<file path="config.mk">
export PLATFORM = sky130hd
export DESIGN_NAME = ram_stream_xfer
export DESIGN_NICKNAME = d
export VERILOG_FILES = /design/src/rtl/xfer_pkg.sv /design/src/rtl/xfer_cmd_decode.sv /design/src/rtl/xfer_line_walker.sv /design/src/rtl/xfer_ctrl_fsm.sv /design/src/rtl/ram_stream_xfer.sv
export SDC_FILE = /design/constraint.sdc
export NUM_CORES = 1
export LEC_CHECK = 0
export BUFFER_PORTS_ARGS = -buffer_cell sky130_fd_sc_hd__buf_4
export CAP_MARGIN = 10
export CORE_ASPECT_RATIO = 0.7
export CORE_MARGIN = 10
export CORE_UTILIZATION = 33
export CTS_BUF_LIST = sky130_fd_sc_hd__clkbuf_16
export CTS_CLUSTER_DIAMETER = 200
export DETAILED_ROUTE_END_ITERATION = 10
export MAX_ROUTING_LAYER = met4
export PLACE_DENSITY = 0.69
export SLEW_MARGIN = 20
export SYNTH_ARGS = -nofsm -noshare
export SYNTH_HDL_FRONTEND = slang
export SYNTH_SLANG_ARGS = --single-unit
</file>
<file path="constraint.sdc">
create_clock -name clk -period 2.7 [get_ports clk]
set_input_delay 0.135 -clock clk [delete_from_list [all_inputs] [get_ports clk]]
set_output_delay 0.135 -clock clk [all_outputs]
set_load 0.01 [all_outputs]
</file>
<file path="src/rtl/xfer_pkg.sv">
`timescale 1ns/1ps
package xfer_pkg;
  localparam int LINE_W    = 9;
  localparam int CMD_W     = 32;
  localparam int F_FIRST   = 0;
  localparam int F_LAST    = F_FIRST + LINE_W;
  localparam int F_STEP    = F_LAST + LINE_W;
  localparam int STEP_W    = 4;
  localparam int B_READ    = F_STEP + STEP_W;
  localparam int B_WRITE   = B_READ + 1;
  localparam int B_CLEAR   = B_WRITE + 1;

  typedef logic [LINE_W-1:0] line_t;

  typedef enum logic [2:0] {
    ST_IDLE, ST_PRE_READ, ST_READING, ST_WRITING, ST_ERROR, ST_DONE
  } xfer_state_e;

  typedef enum logic [1:0] {OP_NONE, OP_CLEAR, OP_READ, OP_WRITE} xfer_op_e;

  typedef struct packed {
    xfer_op_e op;
    line_t    first;
    line_t    last;
  } xfer_cmd_t;

  // lines still to move after the first one; wraps modulo the buffer size
  function automatic line_t lines_after_first(line_t first, line_t last);
    return last - first;
  endfunction

  function automatic line_t line_succ(line_t idx);
    return idx + line_t'(1);
  endfunction
endpackage

</file>
<file path="src/rtl/xfer_cmd_decode.sv">
`timescale 1ns/1ps
module xfer_cmd_decode
  import xfer_pkg::*;
(
  input  logic [CMD_W-1:0] cmd_word,
  input  logic             cmd_go,
  output xfer_cmd_t        cmd,
  output logic             cmd_take
);
  logic unused_fields;
  assign unused_fields = ^{cmd_word[CMD_W-1:B_CLEAR+1], cmd_word[B_READ-1:F_STEP]};

  always_comb begin
    cmd.first = cmd_word[F_FIRST +: LINE_W];
    cmd.last  = cmd_word[F_LAST  +: LINE_W];
    if (cmd_word[B_CLEAR])      cmd.op = OP_CLEAR;
    else if (cmd_word[B_READ])  cmd.op = OP_READ;
    else if (cmd_word[B_WRITE]) cmd.op = OP_WRITE;
    else                        cmd.op = OP_NONE;
    cmd_take = cmd_go && (cmd.op != OP_NONE);
  end
endmodule

</file>
<file path="src/rtl/xfer_line_walker.sv">
`timescale 1ns/1ps
module xfer_line_walker
  import xfer_pkg::*;
(
  input  logic  clk,
  input  logic  rst,
  input  logic  load,
  input  line_t load_first,
  input  line_t load_last,
  input  logic  addr_inc,
  input  logic  rem_dec,
  output line_t cur_line,
  output logic  at_last
);
  line_t rem_q;

  always_ff @(posedge clk) begin
    if (rst) begin
      cur_line <= '0;
      rem_q    <= '0;
    end else if (load) begin
      cur_line <= load_first;
      rem_q    <= lines_after_first(load_first, load_last);
    end else begin
      if (addr_inc) cur_line <= line_succ(cur_line);
      if (rem_dec)  rem_q    <= rem_q - line_t'(1);
    end
  end

  assign at_last = (rem_q == '0);

  // the span counter is never stepped below its last line
  a_r3_no_step_past_last: assert property (@(posedge clk) disable iff (rst)
    rem_dec |-> !at_last);
endmodule

</file>
<file path="src/rtl/xfer_ctrl_fsm.sv">
`timescale 1ns/1ps
module xfer_ctrl_fsm
  import xfer_pkg::*;
(
  input  logic        clk,
  input  logic        rst,
  input  logic        cmd_take,
  input  xfer_op_e    op,
  input  logic        rd_take_last,
  input  logic        rd_finish,
  input  logic        rd_abort,
  input  logic        wr_take_last,
  input  logic        wr_finish,
  input  logic        wr_abort,
  output xfer_state_e st
);
  always_ff @(posedge clk) begin
    if (rst) begin
      st <= ST_IDLE;
    end else if (cmd_take) begin
      case (op)
        OP_CLEAR: st <= ST_IDLE;
        OP_READ:  st <= ST_PRE_READ;
        OP_WRITE: st <= ST_WRITING;
        default:  st <= st;
      endcase
    end else begin
      case (st)
        ST_PRE_READ: begin
          if (rd_abort)       st <= ST_ERROR;
          else if (rd_finish) st <= ST_DONE;
          else                st <= ST_READING;
        end
        ST_READING: begin
          if (rd_abort)                       st <= ST_ERROR;
          else if (rd_finish || rd_take_last) st <= ST_DONE;
        end
        ST_WRITING: begin
          if (wr_abort)                       st <= ST_ERROR;
          else if (wr_finish || wr_take_last) st <= ST_DONE;
        end
        default: st <= st;
      endcase
    end
  end

  // an abort from the active reader always lands in the error state
  a_r9_read_abort_errors: assert property (@(posedge clk) disable iff (rst)
    (st == ST_READING && rd_abort && !cmd_take) |=> (st == ST_ERROR));
  // same for the writer
  a_r9_write_abort_errors: assert property (@(posedge clk) disable iff (rst)
    (st == ST_WRITING && wr_abort && !cmd_take) |=> (st == ST_ERROR));
endmodule

</file>
<file path="src/rtl/ram_stream_xfer.sv">
`timescale 1ns/1ps
module ram_stream_xfer
  import xfer_pkg::*;
#(
  parameter int DATA_W = 32
) (
  input  logic              clk,
  input  logic              rst,
  input  logic [CMD_W-1:0]  cmd_word,
  input  logic              cmd_go,
  output logic              xfer_done,
  output logic              xfer_err,
  output logic              mem_en,
  output logic              mem_we,
  output logic [LINE_W-1:0] mem_addr,
  output logic [DATA_W-1:0] mem_wdata,
  input  logic [DATA_W-1:0] mem_rdata,
  input  logic [DATA_W-1:0] wr_data,
  input  logic              wr_strobe,
  input  logic              wr_finish,
  input  logic              wr_abort,
  output logic              wr_ready,
  output logic              wr_full,
  output logic [DATA_W-1:0] rd_data,
  input  logic              rd_strobe,
  input  logic              rd_finish,
  input  logic              rd_abort,
  output logic              rd_sop,
  output logic              rd_eop
);
  xfer_cmd_t   cmd;
  logic        cmd_take;
  xfer_state_e st;
  line_t       cur_line;
  logic        at_last;
  logic        sop_pend_q;
  logic        full_q;

  xfer_cmd_decode u_decode (
    .cmd_word (cmd_word),
    .cmd_go   (cmd_go),
    .cmd      (cmd),
    .cmd_take (cmd_take)
  );

  // named internal events, shared by the datapath and the assertions
  logic in_pre, in_rd, in_wr;
  logic ev_load, ev_rd_take, ev_rd_adv, ev_fetch, ev_wr_take, ev_wr_last;
  assign in_pre     = (st == ST_PRE_READ);
  assign in_rd      = (st == ST_READING);
  assign in_wr      = (st == ST_WRITING);
  assign ev_load    = cmd_take && (cmd.op == OP_READ || cmd.op == OP_WRITE);
  assign ev_rd_take = in_rd && rd_strobe && !cmd_take;
  assign ev_rd_adv  = ev_rd_take && !at_last && !rd_finish && !rd_abort;
  assign ev_fetch   = (in_pre && !cmd_take) || ev_rd_adv;
  assign ev_wr_take = in_wr && wr_strobe && !cmd_take;
  assign ev_wr_last = ev_wr_take && at_last;

  xfer_line_walker u_walker (
    .clk        (clk),
    .rst        (rst),
    .load       (ev_load),
    .load_first (cmd.first),
    .load_last  (cmd.last),
    .addr_inc   (ev_fetch || (ev_wr_take && !at_last)),
    .rem_dec    (ev_rd_adv || (ev_wr_take && !at_last)),
    .cur_line   (cur_line),
    .at_last    (at_last)
  );

  xfer_ctrl_fsm u_fsm (
    .clk          (clk),
    .rst          (rst),
    .cmd_take     (cmd_take),
    .op           (cmd.op),
    .rd_take_last (ev_rd_take && at_last),
    .rd_finish    (rd_finish),
    .rd_abort     (rd_abort),
    .wr_take_last (ev_wr_last),
    .wr_finish    (wr_finish),
    .wr_abort     (wr_abort),
    .st           (st)
  );

  always_ff @(posedge clk) begin
    if (rst) begin
      sop_pend_q <= 1'b0;
      full_q     <= 1'b0;
    end else begin
      if (cmd_take)        sop_pend_q <= 1'b0;
      else if (in_pre)     sop_pend_q <= 1'b1;
      else if (ev_rd_take) sop_pend_q <= 1'b0;

      if (cmd_take)                     full_q <= 1'b0;
      else if (ev_wr_last && !wr_abort) full_q <= 1'b1;
    end
  end

  assign mem_en    = ev_fetch || ev_wr_take;
  assign mem_we    = ev_wr_take;
  assign mem_addr  = cur_line;
  assign mem_wdata = wr_data;
  assign rd_data   = mem_rdata;
  assign rd_sop    = in_rd && sop_pend_q;
  assign rd_eop    = in_rd && at_last;
  assign wr_ready  = in_wr;
  assign wr_full   = full_q;
  assign xfer_done = (st == ST_DONE);
  assign xfer_err  = (st == ST_ERROR);

  // no RAM traffic while the consumer is idling
  a_r5_wait_no_access: assert property (@(posedge clk) disable iff (rst)
    (in_rd && !rd_strobe) |-> !mem_en);
  // RAM writes only come from an accepted producer strobe
  a_r6_write_needs_ready: assert property (@(posedge clk) disable iff (rst)
    mem_we |-> (wr_ready && wr_strobe));
  // once a transfer has ended the RAM is left alone
  a_r10_quiet_after_end: assert property (@(posedge clk) disable iff (rst)
    (xfer_done || xfer_err) |-> !mem_en);
  // the two end reports never coincide
  a_r9_end_flags_exclusive: assert property (@(posedge clk) disable iff (rst)
    !(xfer_done && xfer_err));
  // full is only reported for a transfer that completed
  a_r7_full_implies_done: assert property (@(posedge clk) disable iff (rst)
    wr_full |-> xfer_done);
  // start-of-packet drops once the first line is taken
  a_r4_sop_once: assert property (@(posedge clk) disable iff (rst)
    (rd_sop && rd_strobe) |=> !rd_sop);
  // a clear command idles every status output
  a_r11_clear_idles: assert property (@(posedge clk) disable iff (rst)
    (cmd_go && cmd_word[B_CLEAR]) |=> (!xfer_done && !xfer_err && !wr_ready && !wr_full && !rd_sop));
  // nothing is driven toward the RAM in the cycle after reset
  a_r1_reset_quiet: assert property (@(posedge clk)
    rst |=> !mem_en);
endmodule

</file>
==> results of run 1 <==
synthesized netlist by cell type (4+ instances only):
cell,n,area [sq um]
inv_1,16,60.1
xor2_1,4,35.0
nor4_1,5,31.3
mux2i_1,4,40.0
a31oi_1,6,37.5
and3_1,6,37.5
nand3_1,5,25.0
nand4_1,6,37.5
a21oi_1,8,40.0
ha_1,10,125
xnor2_1,7,61.3
o21ai_0,8,40.0
dfxtp_1,23,460
clkbuf_1,6,22.5
nor3_1,12,60.1
nand2_1,13,48.8
nor2_1,20,75.1
buf_4,65,488
a211oi_1,11,82.6
o31ai_1,4,30.0
nor3b_1,9,67.6
buf_2,5,25.0
through the flow:
| step | setup WS (ps) | hold WS, ps | instances | utilization, % | cell area, sq um |
|---|---|---|---|---|---|
| 4_1_cts | 421 | 184 | 376 | 34.9 | 2410 |
| 3_5_place_dp | 439 | 270 | 372 | 33.8 | 2330 |
| 5_1_grt | 243 | 204 | 376 | 34.9 | 2410 |
| 3_3_place_gp | 509 | 270 | 372 | 33.8 | 2330 |
| 2_1_floorplan | 696 | 308 | 307 | - | 2410 |
layer usage:
metal,global-route usage (%)
met5,-
met1,15.4
met4,1.96
met2,15.0
met3,4.33
cell families after synthesis:
logic type      synth area share [%]
buf+inv                         25.7
xor+xnor                        4.00
mux                             1.66
compound gates                  18.1
simple gates                    25.4
flops                           19.1
fa+ha+maj                       6.03
==> results.json, run 1 <==
{
  "initial_utilization_pct": 34.8,
  "ys_types": 55,
  "grt_overflow_total": 0,
  "synth_edf_count": 0,
  "cts_setup_buffers": 0,
  "dieHeight_microns": 91.4,
  "die_w_microns": 122,
  "rows": 25,
  "grt_usage_pct": 11.2,
  "status": "stopped before the end",
  "cts-resized-gates": 0,
  "ios": 186,
  "synth_cells": 307,
  "seq_area_frac_synth_pct": 19.1,
  "clockRootBuffer": "clkbuf_16",
  "ys_warn_count": 0,
  "cts_buffer_depth": 2,
  "cts.sinks": 23,
  "htreeDepth": 1,
  "synth_area_per_cell_sq_um": 7.84,
  "grt_start_max_net_pins": 30,
  "postSynth.asyncResetShare_pct": 0,
  "stop_error": "[ERROR DRT-0255] Maze Route cannot find path of net wr_data[4] in worker of routeBox ( 96600 0 ) ( 122055 48300 ).",
  "place_congestion": 0.872,
  "synth_flop_cell": "dfxtp_1",
  "antenna_found_initial": 0,
  "syn_area_sq_um": 2410,
  "grt_first_pass_wirelength_microns": 10300,
  "grt_pass1_vias": 2088,
  "syn_nets": 423,
  "portBuffers": 46,
  "haltStage": "detailed routing",
  "numCtsBuffers": 3,
  "hpwl_microns": 4770,
  "postCtsHoldBufs": 0,
  "ys_seq_elements": 23
}
==> inputs of run 2 (changes only) <==
CORE_ASPECT_RATIO = not set   (was 0.7)
CORE_UTILIZATION = 20   (was 33)
CTS_BUF_LIST = not set   (was sky130_fd_sc_hd__clkbuf_16)
CTS_CLUSTER_DIAMETER = not set   (was 200)
MAX_ROUTING_LAYER = not set   (was met4)
PLACE_DENSITY = not set   (was 0.69)
PLACE_DENSITY_LB_ADDON = 0.15   (was not set)
==> results.json, run 2 <==
{
  "ys_warn_count": 0,
  "via_count": 2012,
  "wirelength_microns": 7220,
  "skew_ps": 3.78,
  "num-fill-cells": 1337,
  "viasPerCell": 4.69,
  "grt_usage_pct": 8.69,
  "grt_overflow_total": 0,
  "p_switching_mw": 0.362,
  "grt_pass1_vias": 2159,
  "cp-start-kind": "flop",
  "busiest_layer": "met2",
  "cts_tree": "yes",
  "final_area_sq_um": 2480,
  "synth_area_per_cell_sq_um": 7.84,
  "cts.sinks": 23,
  "cp_max_fo": 14,
  "power_mw": 1.07,
  "powerDensity_nw_per_um2": 433,
  "grt_first_pass_wirelength_microns": 11800,
  "antenna_found_initial": 0,
  "max_slew.worst_pin.slew_ps": 688,
  "ys_seq_elements": 23,
  "finalHoldViolations": 0,
  "syn_nets": 423,
  "comb_power_share_pct": 30.7,
  "syn_to_final_growth_pct": 3.07,
  "core_area_sq_um": 11900,
  "routedWlPerCell_microns": 16.8,
  "ios": 186,
  "grt_start_max_net_pins": 30,
  "relSlewSlack_pct": 54.1,
  "antennaDiodeCount": 0,
  "hold_class": "input pin to flop",
  "fin_cells": 429,
  "required_ps": 2860,
  "cts_buffer_depth": 2,
  "drtAntennaViolNets": 0,
  "grtUsageMet1_pct": 10.9,
  "fin_crit_ps": 2280,
  "status": "completed",
  "clockRootBuffer": "clkbuf_16",
  "use_met2_pct": 14.1,
  "synth_flop_cell": "dfxtp_1",
  "power_frac_seq_pct": 36.9,
  "die_w_microns": 130,
  "drc_errors": 0,
  "cap_violations": 0,
  "portBuffers": 46,
  "placed_cell_area_sq_um": 2400,
  "critical_path_arrival_ps": 2450,
  "max_freq_ghz": 0.438,
  "cts_setup_buffers": 0,
  "synth_edf_count": 0,
  "fin_crit_sh_pct": 84.6,
  "drive_above_1_share_pct": 23.0,
  "use_met3_pct": 2.98,
  "synth_top_area_share_pct": 20.3,
  "seq_area_frac_synth_pct": 19.1,
  "htreeDepth": 1,
  "drt-initial-drc-count": 84,
  "place_congestion": 0.693,
  "p_leak_nw": 0.967,
  "layout_common_cells": "buf_4, dfxtp_1, nor2_1",
  "tns_ps": 0,
  "final_common_cell": "buf_4",
  "end_kind": "flop",
  "swShare_pct": 33.7,
  "synth.area.top_cells": "buf_4, dfxtp_1, ha_1",
  "hpwl_microns": 5610,
  "clkLatencyLatePin_ps": 260,
  "postSynth.asyncResetShare_pct": 0,
  "power.internal_mw": 0.713,
  "crit_type": "flop to flop",
  "rsz0062_at_grt": "false",
  "pwr-share-clk_pct": 32.4,
  "dp_cells": 425,
  "ys_types": 55,
  "synth_cells": 307,
  "initial_utilization_pct": 20.2,
  "numCtsBuffers": 3,
  "num-nets-final": 399,
  "synth_top_cell_by_area": "buf_4",
  "postCtsHoldBufs": 0,
  "ir_worst_vdd_v": 0.000283,
  "dieHeight_microns": 130,
  "clkSlewWorstSetupHoldPaths_ps": 70,
  "cts-resized-gates": 0,
  "rows": 40,
  "drv_slew": 0,
  "synthTopCellsByCount": "buf_4, dfxtp_1, nor2_1",
  "drt-pass1-iter-count": 4,
  "syn_area_sq_um": 2410,
  "die_area_sq_um": 16800,
  "post-synth-top-count-cell": "buf_4",
  "setup_viol": 0,
  "top_regs": "u_walker.cur_line: 9 flops, u_walker.rem_q: 9 flops, u_fsm.st: 3 flops"
}
[run 2: power groups by stage]
stage	sequential (mW)	combinational, mW	clock (mW)
2_1_floorplan	0.393	0.322	0
3_3_place_gp	0.405	0.331	0
3_5_place_dp	0.404	0.332	0
4_1_cts	0.397	0.334	0.369
5_1_grt	0.404	0.373	0.372
6_report	0.397	0.330	0.348
[run 2: cells by family after synthesis]
family                   share of synthesized area, %
AO/OA/AOI/OAI                                    18.1
flip-flops                                       19.1
multiplexers                                     1.66
buffers and inverters                            25.7
adder cells (fa/ha/maj)                          6.03
AND/OR/NAND/NOR                                  25.4
XOR/XNOR                                         4.00
[run 2: area by class of cell]
| type | instances | area [sq um] | area share [%] |
|---|---|---|---|
| inverters | 16 | 60.1 | 2.42 |
| clock buffers | 3 | 75.1 | 3.03 |
| well taps | 147 | 184 | 7.42 |
| flip-flops and latches | 23 | 460 | 18.6 |
| clock inverters | 1 | 5.00 | 0.202 |
| repair buffers | 49 | 368 | 14.8 |
| multi-input cells | 190 | 1330 | 53.5 |
[run 2: path summary, 6_finish.rpt]
kind	startpoint	to	slack, ps	cells past startpoint
setup / recovery	u_fsm.st[0]	u_walker.cur_line[7]	420	5
hold / removal	cmd_word[22]	u_fsm.st[1]	190	4
setup reg to reg	u_fsm.st[0]	u_walker.cur_line[7]	420	5
hold reg to reg	sop_pend_q	sop_pend_q	510	2
[run 2: stage by stage]
step	hold WS [ps]	utilization (%)	setup WS [ps]
final	185	20.8	417
after global routing	202	20.8	202
after CTS	177	20.8	419
after detailed placement	270	20.1	428
after global placement	270	20.1	467
after floorplan	308	-	696
[run 2: worst max-delay path: stages, from the launching register on]
cell	delay (ps)
dfxtp_1	610
or3b_2	540
o211ai_1	330
nand4b_1	200
nor3b_1	190
a2111oi_2	310
[run 2: per-layer routing]
layer,share of wire (%),wire [microns],vias up
met3,8.0,579,8
li1,-,-,999
met1,46,3300,955
met2,46,3300,50
met4,0.62,45,0
met5,0,0,-
Note: power is estimated with default switching activity, not from simulation.
==> inputs of run 3 (changes only) <==
clock period = 2.4 ns   (was 2.7 ns; I/O delays follow)
==> results.json, run 3 (synthesized netlist as in run 2, its figures left out) <==
{
  "status": "completed",
  "viasPerCell": 4.56,
  "place_congestion": 0.721,
  "worst-path-buf-inv": 1,
  "cts_buffer_depth": 2,
  "drt-initial-drc-count": 68,
  "met1_length_microns": 3290,
  "grt_start_max_net_pins": 30,
  "top_regs": "u_walker.cur_line: 9 flops, u_walker.rem_q: 9 flops, u_fsm.st: 3 flops",
  "skew_ps": 2.51,
  "ir_worst_vdd_v": 0.000239,
  "cts_tree": "yes",
  "fin_util_pct": 21.0,
  "clkSlewWorstSetupHoldPaths_ps": 60,
  "max_freq_ghz": 0.453,
  "cp_max_fo": 6,
  "min_path_cells": 3,
  "die_w_microns": 130,
  "wl_met2_microns": 3220,
  "crit_chain": "inv_1 > ha_1 > or4b_1 > or3b_1 > nand4_1 > nor3b_1 > a2111oi_2",
  "top_layer": "met4",
  "drive_above_1_share_pct": 23.9,
  "end_kind": "flop",
  "htreeDepth": 1,
  "via_count": 1972,
  "grt_pass1_vias": 2124,
  "antennaDiodeCount": 0,
  "setup_viol": 0,
  "die_area_sq_um": 16800,
  "routedWlPerCell_microns": 16.4,
  "reg2reg_depth": 7,
  "powerDensity_nw_per_um2": 479,
  "grt_usage_pct": 8.23,
  "numCtsBuffers": 3,
  "relSlewSlack_pct": 55.0,
  "fin_crit_sh_pct": 92.0,
  "wirelength_microns": 7090,
  "rows": 40,
  "tns_ps": 0,
  "finalHoldViolations": 0,
  "drtAntennaViolNets": 0,
  "clkLatencyLatePin_ps": 260,
  "critical_path_arrival_ps": 2350,
  "crit_type": "flop to flop",
  "max_slew.worst_pin.slew_ps": 675,
  "drc_errors": 0,
  "worstSetupPathDepth": 7,
  "ios": 186,
  "cpLargestDelayFamily": "simple AND/OR/NAND/NOR gates",
  "cp-start-kind": "flop",
  "fin_crit_ps": 2210,
  "cts_setup_buffers": 0,
  "portBuffers": 46,
  "cts.sinks": 23,
  "cap_violations": 0,
  "dieHeight_microns": 130,
  "rsz0062_at_grt": "false",
  "drv_slew": 0,
  "p_leak_nw": 0.980,
  "grt_overflow_total": 0,
  "drt-pass1-iter-count": 4,
  "antenna_found_initial": 0,
  "syn_to_final_growth_pct": 4.00,
  "hpwl_microns": 5580,
  "hold_class": "input pin to flop",
  "grt_first_pass_wirelength_microns": 11200,
  "num-nets-final": 402,
  "clockRootBuffer": "clkbuf_16",
  "initial_utilization_pct": 20.2,
  "required_ps": 2540,
  "dr_wl_met3_microns": 530,
  "core_area_sq_um": 11900,
  "final_common_cell": "buf_4",
  "max_stage_delay_ps": 530,
  "layout_common_cells": "buf_4, dfxtp_1, nor2_1",
  "cp_slowest_cell": "or3b_1"
}
-- run 3: cell types whose count changed in the layout (fill, tap and decap cells not counted) --
cell	previous run	this run
buf_4	49	52
and3_1	6	5
clkbuf_1	0	1
clkinv_2	1	0
and3_2	0	1
-- run 3: layer usage --
| metal | vias up | global-route usage, % |
|---|---|---|
| met3 | 8 | 2.90 |
| met2 | 53 | 13.7 |
| li1 | 1004 | - |
| met5 | - | 0 |
| met4 | 0 | 1.52 |
| met1 | 907 | 10.1 |
-- run 3: path summary, 6_finish.rpt --
path                                        endpoint  slack, ps               from
worst max register to register  u_walker.cur_line[5]        190  u_walker.rem_q[0]
worst min-delay path            u_walker.cur_line[3]        170        cmd_word[3]
worst min register to register            sop_pend_q        510         sop_pend_q
worst max-delay path            u_walker.cur_line[5]        190  u_walker.rem_q[0]
-- run 3: final cells by class --
cell class                      count  area (sq um)
Sequential cell                    23           460
Multi-Input combinational cell    190          1330
Fill cell                        1352          9410
Inverter                           16          60.1
Clock buffer                        4          78.8
Timing Repair Buffer               52           390
Tap cell                          147           184
-- run 3: power breakdown --
| part | leakage, nW | internal, mW | total [mW] | switching, mW |
|---|---|---|---|---|
| Combinational | 0.754 | 0.175 | 0.382 | 0.207 |
| Clock | 0.0382 | 0.227 | 0.375 | 0.148 |
| Sequential | 0.189 | 0.408 | 0.442 | 0.0341 |
| Total | 0.980 | 0.810 | 1.20 | 0.389 |
-- run 3: timing repair --
action	4_1_cts	5_1_grt
endpoints found under the setup margin	0	1
gates resized for setup	0	1
hold buffers	0	0
-- run 3: worst register-to-register path, stage by stage, from the launching register on --
cell       delay, ps
dfxtp_1          340
inv_1             60
ha_1             170
or4b_1           490
or3b_1           530
nand4_1          180
nor3b_1          240
a2111oi_2         80
-- run 3: through the flow --
step	power, mW	hold slack [ps]	area, sq um	std cells	worst slack, ps
after floorplan	0.805	293	2410	307	396
after global placement	0.835	240	2420	428	220
after detailed placement	0.834	240	2420	428	203
after CTS	1.23	162	2500	432	165
after global routing	1.28	182	2500	432	46.3
final	1.20	175	2500	432	191
==> inputs of run 4 (changes only) <==
GPL_ROUTABILITY_DRIVEN = 0   (was not set)
clock period = 1.95 ns   (was 2.4 ns; I/O delays follow)
==> results.json, run 4 (synthesized netlist as in run 2, its figures left out) <==
{
  "num-fill-cells": 1334,
  "hold_class": "input pin to flop",
  "rows": 40,
  "power_mw": 1.59,
  "num-nets-final": 423,
  "viasPerCell": 4.57,
  "grt_pass1_vias": 2225,
  "ir_worst_vdd_v": 0.000261,
  "final_common_cell": "buf_4",
  "max_slew.worst_pin.slew_ps": 459,
  "hpwl_microns": 5780,
  "dieHeight_microns": 130,
  "numCtsBuffers": 3,
  "antenna_found_initial": 0,
  "die_area_sq_um": 16800,
  "multi_input_comb_area_sq_um": 1420,
  "crit_type": "flop to flop",
  "drc_errors": 0,
  "drt-initial-drc-count": 63,
  "required_ps": 2080,
  "drv_slew": 0,
  "cp_max_fo": 2,
  "top_regs": "u_walker.cur_line: 9 flops, u_walker.rem_q: 9 flops, u_fsm.st: 3 flops",
  "critPathLaunch": "u_walker.rem_q[0]",
  "routedWlPerCell_microns": 16.3,
  "cap_violations": 0,
  "r2r-start": "u_walker.rem_q[0]",
  "layout_common_cells": "buf_4, nor2_1, dfxtp_1",
  "antennaDiodeCount": 0,
  "skew_ps": 6.99,
  "hold_start": "cmd_word[5]",
  "htreeDepth": 1,
  "syn_to_final_growth_pct": 15.0,
  "setup_viol": 2,
  "initial_utilization_pct": 20.2,
  "drive_above_1_share_pct": 35.3,
  "status": "finished with violations",
  "fin_crit_sh_pct": 100,
  "max_freq_ghz": 0.512,
  "portBuffers": 46,
  "cts.sinks": 23,
  "clockRootBuffer": "clkbuf_16",
  "cp-start-kind": "flop",
  "grt_start_max_net_pins": 24,
  "grt_first_pass_wirelength_microns": 11600,
  "tns_ps": -3.16,
  "fin_cells": 453,
  "fin_crit_ps": 1950,
  "drt-pass1-iter-count": 4,
  "clkSlewWorstSetupHoldPaths_ps": 70,
  "powerDensity_nw_per_um2": 576,
  "cts_buffer_depth": 2,
  "critical_path_arrival_ps": 2080,
  "grt_usage_pct": 8.57,
  "violations": "setup timing",
  "relSlewSlack_pct": 69.4,
  "rsz0062_at_grt": "true",
  "core_area_sq_um": 11900,
  "ios": 186,
  "die_w_microns": 130,
  "drtAntennaViolNets": 0,
  "grt_overflow_total": 0,
  "p_leak_nw": 1.12,
  "end_kind": "flop",
  "via_count": 2070,
  "dp_cells": 447,
  "wirelength_microns": 7370,
  "finalHoldViolations": 0,
  "clkLatencyLatePin_ps": 260,
  "regArea_sq_um": 468,
  "fin_ws_ps": -2.06,
  "cts_tree": "yes"
}
==> run 4: worst max-delay path: stages (launching register included) <==
cell and delay [ps]:
dfxtp_2 330, buf_4 130, or4_4 490, or4_4 430
nor3_2 130, mux2i_1 210, o311ai_1 100
==> run 4: repair_timing <==
item / in CTS / in global routing
setup buffers: 2 / 0
hold buffers: 0 / 0
gates cloned: 0 / 0
resized for setup: 15 / 10
pin swaps: 11 / 8
setup endpoints to repair: 12 / 13
==> run 4: per-stage QoR <==
stage / instance area, sq um / hold WS [ps] / utilization [%] / setup WS, ps
after floorplan: 2420 / 271 / - / -16.5
after global routing: 2770 / 149 / 23.2 / -93.1
final: 2770 / 138 / 23.2 / -2.06
after detailed placement: 2580 / 195 / 21.7 / -171
after CTS: 2720 / 133 / 22.9 / -63.1
after global placement: 2580 / 195 / 21.7 / -139
==> run 4: routing by layer <==
metal  track usage (%)  vias up  part of all wire, %
li1                  -     1042                    -
met1              10.5      967                   46
met2              13.8       53                   46
met3              2.94        8                  7.6
met4              2.71        0                 0.80
met5                 0        -                    0
==> run 4: cell type report <==
| type | count | area share (%) |
|---|---|---|
| repair buffers | 73 | 19.9 |
| flip-flops and latches | 23 | 16.9 |
| clock inverters | 1 | 0.181 |
| inverters | 16 | 2.17 |
| clock buffers | 3 | 2.71 |
| well taps | 147 | 6.65 |
| multi-input cells | 190 | 51.4 |
==> run 4: worst paths after layout <==
check / end / slack [ps] / depth (start not counted)
min reg2reg: wr_full / 520 / 2
max reg2reg: u_walker.rem_q[7] / -2 / 6
max: u_walker.rem_q[7] / -2 / 6
min: u_walker.cur_line[5] / 140 / 3
==> run 4: where the power goes <==
group | total [mW] | switching [mW] | internal [mW]
sequential | 0.541 | 0.0379 | 0.503
clock | 0.474 | 0.197 | 0.277
combinational | 0.579 | 0.286 | 0.293
total | 1.59 | 0.521 | 1.07
